[src/rtl/rtc_pkg.sv]
package rtc_pkg;
  localparam int BYTE_W = 8;
  localparam int ADDR_W = 4;
  localparam int NREG   = 10;
  localparam int NTIME  = 7;
  localparam int NALARM = 3;

  typedef logic [BYTE_W-1:0] byte_t;

  localparam logic [ADDR_W-1:0] A_SEC    = 4'd0;
  localparam logic [ADDR_W-1:0] A_SEC_AL = 4'd1;
  localparam logic [ADDR_W-1:0] A_MIN    = 4'd2;
  localparam logic [ADDR_W-1:0] A_MIN_AL = 4'd3;
  localparam logic [ADDR_W-1:0] A_HR     = 4'd4;
  localparam logic [ADDR_W-1:0] A_HR_AL  = 4'd5;
  localparam logic [ADDR_W-1:0] A_DOW    = 4'd6;
  localparam logic [ADDR_W-1:0] A_DATE   = 4'd7;
  localparam logic [ADDR_W-1:0] A_MON    = 4'd8;
  localparam logic [ADDR_W-1:0] A_YR     = 4'd9;

  typedef struct packed {
    logic [6:0] yr;
    logic [3:0] mon;
    logic [4:0] date;
    logic [2:0] dow;
    logic [4:0] hr;
    logic [5:0] min;
    logic [5:0] sec;
  } tod_t;

  localparam tod_t TOD_RESET = '{yr: 7'd0, mon: 4'd1, date: 5'd1, dow: 3'd1,
                                 hr: 5'd0, min: 6'd0, sec: 6'd0};

  function automatic byte_t to_code(input logic [6:0] v, input logic bin);
    logic [3:0] tens, ones;
    tens = 4'(v / 7'd10);
    ones = 4'(v % 7'd10);
    return bin ? {1'b0, v} : {tens, ones};
  endfunction

  function automatic logic [6:0] from_code(input byte_t c, input logic bin);
    return bin ? c[6:0] : 7'(7'(c[7:4]) * 7'd10 + 7'(c[3:0]));
  endfunction

  function automatic byte_t hour_to_code(input logic [4:0] h, input logic bin,
                                         input logic h24);
    logic       pm;
    logic [4:0] h12;
    byte_t      c;
    pm  = (h >= 5'd12);
    h12 = (h == 5'd0) ? 5'd12 : ((h > 5'd12) ? h - 5'd12 : h);
    c   = to_code({2'b00, h12}, bin);
    return h24 ? to_code({2'b00, h}, bin) : {pm, c[6:0]};
  endfunction

  function automatic logic [4:0] hour_from_code(input byte_t c, input logic bin,
                                                input logic h24);
    logic [4:0] h;
    h = 5'(from_code({1'b0, c[6:0]}, bin));
    if (h24)            return h;
    else if (h == 5'd12) return c[7] ? 5'd12 : 5'd0;
    else                return c[7] ? h + 5'd12 : h;
  endfunction

  function automatic logic [4:0] month_days(input logic [3:0] m, input logic [6:0] y);
    case (m)
      4'd2:                    return (y[1:0] == 2'b00) ? 5'd29 : 5'd28;
      4'd4, 4'd6, 4'd9, 4'd11: return 5'd30;
      default:                 return 5'd31;
    endcase
  endfunction
endpackage

[src/rtl/rtc_advance.sv]
module rtc_advance
  import rtc_pkg::*;
(
  input  tod_t cur,
  input  logic dst_en,
  input  logic fall_done,
  output tod_t nxt,
  output logic fall_take,
  output logic midnight
);
  logic end_min, end_hr, spring, fall, end_month;

  always_comb begin
    end_min   = (cur.sec == 6'd59);
    end_hr    = end_min && (cur.min == 6'd59);
    spring    = dst_en && (cur.mon == 4'd4) && (cur.dow == 3'd1) &&
                (cur.date <= 5'd7) && (cur.hr == 5'd1) && end_hr;
    fall      = dst_en && (cur.mon == 4'd10) && (cur.dow == 3'd1) &&
                (cur.date >= 5'd25) && (cur.hr == 5'd1) && end_hr && !fall_done;
    end_month = (cur.date == month_days(cur.mon, cur.yr));
  end

  always_comb begin
    nxt       = cur;
    fall_take = 1'b0;
    midnight  = 1'b0;
    if (!end_min) begin
      nxt.sec = cur.sec + 6'd1;
    end else begin
      nxt.sec = 6'd0;
      if (cur.min != 6'd59) begin
        nxt.min = cur.min + 6'd1;
      end else begin
        nxt.min = 6'd0;
        if (spring) begin
          nxt.hr = 5'd3;
        end else if (fall) begin
          nxt.hr    = 5'd1;
          fall_take = 1'b1;
        end else if (cur.hr != 5'd23) begin
          nxt.hr = cur.hr + 5'd1;
        end else begin
          nxt.hr   = 5'd0;
          midnight = 1'b1;
          nxt.dow  = (cur.dow == 3'd7) ? 3'd1 : cur.dow + 3'd1;
          if (!end_month) begin
            nxt.date = cur.date + 5'd1;
          end else begin
            nxt.date = 5'd1;
            if (cur.mon != 4'd12) begin
              nxt.mon = cur.mon + 4'd1;
            end else begin
              nxt.mon = 4'd1;
              nxt.yr  = (cur.yr == 7'd99) ? 7'd0 : cur.yr + 7'd1;
            end
          end
        end
      end
    end
  end
endmodule

[src/rtl/rtc_encode.sv]
module rtc_encode
  import rtc_pkg::*;
(
  input  tod_t                   t,
  input  logic                   bin,
  input  logic                   h24,
  output byte_t [NTIME-1:0]      img
);
  assign img[0] = to_code({1'b0, t.sec}, bin);
  assign img[1] = to_code({1'b0, t.min}, bin);
  assign img[2] = hour_to_code(t.hr, bin, h24);
  assign img[3] = to_code({4'd0, t.dow}, bin);
  assign img[4] = to_code({2'd0, t.date}, bin);
  assign img[5] = to_code({3'd0, t.mon}, bin);
  assign img[6] = to_code(t.yr, bin);
endmodule

[src/rtl/rtc_alarm_cmp.sv]
module rtc_alarm_cmp
  import rtc_pkg::*;
#(
  parameter int NFIELD = NALARM
) (
  input  byte_t [NFIELD-1:0] alarm,
  input  byte_t [NFIELD-1:0] now,
  output logic               hit
);
  logic [NFIELD-1:0] field_ok;

  for (genvar i = 0; i < NFIELD; i++) begin : g_field
    assign field_ok[i] = (alarm[i][7:6] == 2'b11) || (alarm[i] == now[i]);
  end

  assign hit = &field_ok;
endmodule

[src/rtl/rtc_update_engine.sv]
module rtc_update_engine
  import rtc_pkg::*;
(
  input  logic       clk,
  input  logic       rst_n,
  input  logic       tick,
  input  logic       set_freeze,
  input  logic       bin_mode,
  input  logic       hr24,
  input  logic       dst_en,
  input  logic       wr_en,
  input  logic [3:0] wr_addr,
  input  logic [7:0] wr_data,
  input  logic [3:0] rd_addr,
  output logic [7:0] rd_data,
  output logic       alarm_pulse,
  output logic       update_done
);
  localparam logic [NREG-1:0][BYTE_W-1:0] UREG_RESET =
    80'h00_01_01_01_00_00_00_00_00_00;

  tod_t                        tod_q, tod_nxt, tod_ld;
  byte_t [NREG-1:0]            ureg_q;
  byte_t [NTIME-1:0]           img;
  byte_t [NALARM-1:0]          al_bytes, now_bytes;
  logic                        dirty_q, fall_done_q, upd_q, alm_q;
  logic                        fall_take, midnight, hit;
  logic                        load, adv_en, upd;
  logic                        addr_ok, addr_alarm, wr_time_ok, wr_ok;
  byte_t                       wr_byte;

  // Write decode: alarm bytes always, time bytes only while frozen
  assign addr_ok    = (wr_addr < 4'(NREG));
  assign addr_alarm = (wr_addr == A_SEC_AL) || (wr_addr == A_MIN_AL) ||
                      (wr_addr == A_HR_AL);
  assign wr_time_ok = wr_en && addr_ok && !addr_alarm && set_freeze;
  assign wr_ok      = wr_time_ok || (wr_en && addr_alarm);
  assign wr_byte    = (wr_addr == A_SEC) ? {1'b0, wr_data[6:0]} : wr_data;

  // Release of a dirty frozen image loads the internal count
  assign load   = dirty_q && !set_freeze;
  assign adv_en = tick && !load;
  assign upd    = adv_en && !set_freeze;

  always_comb begin
    tod_ld      = TOD_RESET;
    tod_ld.sec  = 6'(from_code(ureg_q[A_SEC], bin_mode));
    tod_ld.min  = 6'(from_code(ureg_q[A_MIN], bin_mode));
    tod_ld.hr   = hour_from_code(ureg_q[A_HR], bin_mode, hr24);
    tod_ld.dow  = 3'(from_code(ureg_q[A_DOW], bin_mode));
    tod_ld.date = 5'(from_code(ureg_q[A_DATE], bin_mode));
    tod_ld.mon  = 4'(from_code(ureg_q[A_MON], bin_mode));
    tod_ld.yr   = from_code(ureg_q[A_YR], bin_mode);
  end

  rtc_advance u_adv (
    .cur       (tod_q),
    .dst_en    (dst_en),
    .fall_done (fall_done_q),
    .nxt       (tod_nxt),
    .fall_take (fall_take),
    .midnight  (midnight)
  );

  rtc_encode u_enc (
    .t   (tod_nxt),
    .bin (bin_mode),
    .h24 (hr24),
    .img (img)
  );

  assign al_bytes[0]  = ureg_q[A_SEC_AL];
  assign al_bytes[1]  = ureg_q[A_MIN_AL];
  assign al_bytes[2]  = ureg_q[A_HR_AL];
  assign now_bytes[0] = img[0];
  assign now_bytes[1] = img[1];
  assign now_bytes[2] = img[2];

  rtc_alarm_cmp #(.NFIELD(NALARM)) u_alarm (
    .alarm (al_bytes),
    .now   (now_bytes),
    .hit   (hit)
  );

  always_ff @(posedge clk) begin
    if (!rst_n) begin
      tod_q       <= TOD_RESET;
      ureg_q      <= UREG_RESET;
      dirty_q     <= 1'b0;
      fall_done_q <= 1'b0;
      upd_q       <= 1'b0;
      alm_q       <= 1'b0;
    end else begin
      if (load)        tod_q <= tod_ld;
      else if (adv_en) tod_q <= tod_nxt;
      if (upd) begin
        ureg_q[A_SEC]  <= img[0];
        ureg_q[A_MIN]  <= img[1];
        ureg_q[A_HR]   <= img[2];
        ureg_q[A_DOW]  <= img[3];
        ureg_q[A_DATE] <= img[4];
        ureg_q[A_MON]  <= img[5];
        ureg_q[A_YR]   <= img[6];
      end
      if (wr_ok) ureg_q[wr_addr] <= wr_byte;
      dirty_q <= set_freeze && (dirty_q || wr_time_ok);
      if (adv_en) begin
        if (fall_take)     fall_done_q <= 1'b1;
        else if (midnight) fall_done_q <= 1'b0;
      end
      upd_q <= upd;
      alm_q <= upd && hit;
    end
  end

  assign rd_data     = (rd_addr < 4'(NREG)) ? ureg_q[rd_addr] : 8'h00;
  assign alarm_pulse = alm_q;
  assign update_done = upd_q;

  AST_SEC_WRAP: assert property (@(posedge clk) disable iff (!rst_n)
    (adv_en && tod_q.sec == 6'd59) |=> (tod_q.sec == 6'd0));
  AST_FROZEN_QUIET: assert property (@(posedge clk) disable iff (!rst_n)
    set_freeze |=> !update_done);
  AST_FROZEN_STABLE: assert property (@(posedge clk) disable iff (!rst_n)
    (set_freeze && !wr_en) |=> $stable(ureg_q));
  AST_UPD_FOLLOWS_TICK: assert property (@(posedge clk) disable iff (!rst_n)
    (tick && !set_freeze && !dirty_q) |=> update_done);
  AST_ALARM_WITH_UPD: assert property (@(posedge clk) disable iff (!rst_n)
    alarm_pulse |-> update_done);
endmodule

[config.mk]
export PLATFORM = sky130hd
export DESIGN_NAME = rtc_update_engine
export DESIGN_NICKNAME = d
export VERILOG_FILES = /design/src/rtl/rtc_pkg.sv /design/src/rtl/rtc_advance.sv /design/src/rtl/rtc_encode.sv /design/src/rtl/rtc_alarm_cmp.sv /design/src/rtl/rtc_update_engine.sv
export SDC_FILE = /design/constraint.sdc
export NUM_CORES = 1
export LEC_CHECK = 0
export ABC_CLOCK_PERIOD_IN_PS = 9600
export BUFFER_PORTS_ARGS = -buffer_cell sky130_fd_sc_hd__buf_2
export CORE_UTILIZATION = 55
export CTS_CLUSTER_DIAMETER = 40
export CTS_CLUSTER_SIZE = 40
export DETAILED_ROUTE_END_ITERATION = 10
export PLACE_DENSITY_LB_ADDON = 0.25
export SLEW_MARGIN = 20
export SYNTH_ARGS = -nofsm -noshare
export SYNTH_HDL_FRONTEND = slang
export SYNTH_SLANG_ARGS = --single-unit
[constraint.sdc]
create_clock -name clk -period 9.6 [get_ports clk]
set_input_delay 0.96 -clock clk [delete_from_list [all_inputs] [get_ports clk]]
set_output_delay 0.96 -clock clk [all_outputs]
set_load 0.02 [all_outputs]
==> Flow_metrics.wiki <==
{| class="wikitable"
! Metric !! Value
|-
| Wire length reported by the detailed router || 33900 um
|-
| Total number of vias || 11115
|-
| Startpoint Class || flip-flop
|-
| Antenna-violating nets left || 0
|-
| Area of the core || 20200 sq um
|-
| Type of the worst setup path || reg2reg
|-
| Horiz. Die Dim || 146 um
|-
| Library cell used as clock root buffer || clkbuf_16
|-
| Peak per-stage delay on the critical path || 0.52 ns
|-
| Total CTS buffers || 17
|-
| Total GRT Usage || 0.320
|-
| Clock transition at the registers of the reported paths || 0.06 ns
|-
| Via count of the first global-routing pass || 10002
|-
| Post-route design area || 12200 sq um
|-
| Detailed-route vias per instance || 6.55
|-
| Most used flip-flop cell after synthesis || dfxtp_1
|-
| Total global routing overflow || 0
|-
| Port Buffer Count || 33
|-
| Number of sinks on the clock net || 120
|-
| Average cell area after synthesis || 7.84 sq um
|-
| Routed wire per std cell || 20.0 um
|-
| Register Area || 2400 sq um
|-
| Fraction of layout cells with a size suffix above 1 || 0.102
|-
| First-pass GRT wire length || 54300 um
|-
| Relative area change from synthesis to final layout || 7.51%
|-
| Highest clock rate || 0.141 GHz
|-
| Final setup fails || 0
|-
| Count of cell types in the netlist || 96
|-
| Required arrival time at the worst endpoint || 9.96 ns
|-
| Placement-stage worst setup slack || 2.60 ns
|-
| Synthesized area || 11300 sq um
|-
| Commonest non-fill, non-tap cells in the layout || 137 x nand2_1, 120 x dfxtp_1, 118 x nor2_1, 99 x a21oi_1, 75 x ha_1
|-
| Fin crit period || 7.10 ns
|-
| Drt pass-1 iters || 6
|-
| Data arrival time of the critical path || 7.46 ns
|-
| Number of max-slew violations in the final report || 0
|-
| Final hold violation count || 0
|-
| Most Frequent Cell on Critical Path || ha_1
|-
| Number of setup buffers added after CTS || 0
|-
| Number of synthesized register bits || 120
|-
| Yosys warnings || 0
|-
| Footprint of the multi-input gates || 8320 sq um
|-
| Total die area || 21200 sq um
|-
| Leakage Power || 4.95 nW
|-
| Row Count || 52
|-
| Max VDD drop || 0.130 mV
|-
| Placed wire-length estimate || 24400 um
|-
| Status || finished, final reports clean
|-
| Number of cells upsized or downsized after cts || 0
|-
| Post-synth EDFFs || 0
|-
| Final worst-path cycle share || 0.739
|-
| Number of ports placed on the die boundary || 34
|-
| Initial standard-cell utilization of the core || 0.561
|-
| Setup repair after global routing missed its margin || false
|-
| Post-Synthesis Cells || 1447
|-
| Post-route total power || 1.60 mW
|-
| Antenna violations before repair || 1
|-
| Worst Tran Pin Value || 1.01 ns
|-
| Class of the tightest hold or removal check || reg2reg
|-
| DRC violations left || 0
|-
| Last weighted congestion value of the routability-driven placer || 0.911
|-
| Slowest library cell on the worst path || dfxtp_1
|-
| Worst rel slew slack || 0.327
|-
| Diodes inserted || 0
|-
| Syn nets || 1553
|-
| Post-layout nets || 1521
|-
| Post-synth ARST share || 0
|-
| Iter 0 DRT Violations || 1253
|-
| Buffers from clock root to sink, at most || 2
|-
| Utilization after layout || 0.603
|-
| Type of element capturing the critical path || flip-flop
|-
| Final Skew || 0.0104 ns
|-
| Overall die height || 146 um
|-
| Max cap viols || 0
|-
| Maximum fanout along the worst path || 15
|-
| CTS tree || built
|-
| Portion of the post-synthesis area used by sequential elements || 0.212
|-
| Power per cell area || 131 nW/um^2
|-
| Deepest level of the CTS H-tree || 4
|-
| Number of buffers inserted by hold repair at cts || 0
|-
| Number of fill cells in the layout || 1768
|-
| Clock latency reported for the late side of the worst-skew pair || 0.43 ns
|-
| Total placed instance area || 11600 sq um
|-
| Maximum number of pins on one net before global-route repair || 102
|-
| Setup slack after layout || 2.50 ns
|-
| Fin Setup TNS || 0 ns
|-
| Most common cell after layout, fill and taps aside || nand2_1
|}
area by class of cell:
class / instances / area share
Sequential cell: 120 / 0.197
Clock inverter: 13 / 0.0139
Clock buffer: 19 / 0.0371
Tap cell: 270 / 0.0277
Timing Repair Buffer: 45 / 0.0211
Inverter: 67 / 0.0206
Multi-Input combinational cell: 1164 / 0.683
worst paths after layout:
check	end	cells past startpoint	startpoint	slack, ns
setup / recovery	ureg_q[74]$_SDFF_PN0_	29	tod_q[0]$_SDFFE_PN0P_	2.50
hold reg to reg	ureg_q[69]$_SDFF_PN0_	2	ureg_q[69]$_SDFF_PN0_	0.48
setup reg to reg	ureg_q[74]$_SDFF_PN0_	29	tod_q[0]$_SDFFE_PN0P_	2.50
hold / removal	ureg_q[69]$_SDFF_PN0_	2	ureg_q[69]$_SDFF_PN0_	0.48
synthesized netlist by cell type (all sizes together) (6+ instances only):
cell type | count | share of area
nand2b | 13 | 0.0072
inv | 63 | 0.021
a21o | 13 | 0.0086
nor2 | 119 | 0.040
or3 | 9 | 0.0050
o21a | 24 | 0.016
nor4 | 7 | 0.0044
o21ai | 80 | 0.036
o41ai | 6 | 0.0060
o211a | 25 | 0.022
or2 | 8 | 0.0044
o31ai | 10 | 0.0066
nand2 | 137 | 0.045
mux4 | 16 | 0.032
nor3 | 21 | 0.0093
a21boi | 20 | 0.014
a221oi | 12 | 0.0098
nor2b | 49 | 0.027
nand4 | 15 | 0.0099
buf | 19 | 0.0085
o311a | 7 | 0.0063
ha | 75 | 0.083
nand3 | 49 | 0.022
o211ai | 33 | 0.022
a21oi | 99 | 0.044
mux2 | 14 | 0.014
xnor2 | 38 | 0.031
dfxtp | 120 | 0.21
and3 | 9 | 0.0050
and2 | 23 | 0.013
a211oi | 42 | 0.029
a31oi | 11 | 0.0061
nor3b | 9 | 0.0068
clkbuf | 77 | 0.026
or4 | 6 | 0.0043
fa | 7 | 0.012
o22ai | 6 | 0.0033
mux2i | 50 | 0.044
xor2 | 23 | 0.018
a2111oi | 6 | 0.0079
per-stage QoR:
stage / hold WS [ns] / instances
4_1_cts: 0.481 / 1698
6_report: 0.483 / 1698
2_1_floorplan: 0.451 / 1447
5_1_grt: 0.519 / 1698
3_5_place_dp: 0.473 / 1666
3_3_place_gp: 0.464 / 1666
worst max-delay path, delay by kind of cell (launching register included):
| kind | cells | cell delay (ns) |
|---|---|---|
| AO/OA/AOI/OAI | 7 | 1.62 |
| XOR/XNOR | 3 | 0.71 |
| adder cells (fa/ha/maj) | 5 | 1.30 |
| buffers and inverters | 3 | 0.38 |
| flip-flops | 1 | 0.52 |
| AND/OR/NAND/NOR | 11 | 2.49 |
power by group:
part | leakage (nW) | internal (mW) | total, mW | switching (mW)
Clock | 0.292 | 0.424 | 0.679 | 0.255
Sequential | 0.977 | 0.519 | 0.554 | 0.0348
Combinational | 3.68 | 0.145 | 0.367 | 0.222
Total | 4.95 | 1.09 | 1.60 | 0.512
metal layers:
metal,track usage,up-vias,routed length (um)
li1,-,5250,-
met1,0.474,5249,15600
met2,0.470,561,14400
met3,0.0605,55,3280
met4,0.0874,0,634
met5,0,-,0
kinds of logic after synthesis:
family	share of synthesized area
mux	0.0898
buf+inv	0.0563
fa+ha+maj	0.0951
flops	0.212
compound gates	0.276
simple gates	0.222
xor+xnor	0.0488
Note: power is estimated with default switching activity, not from simulation.
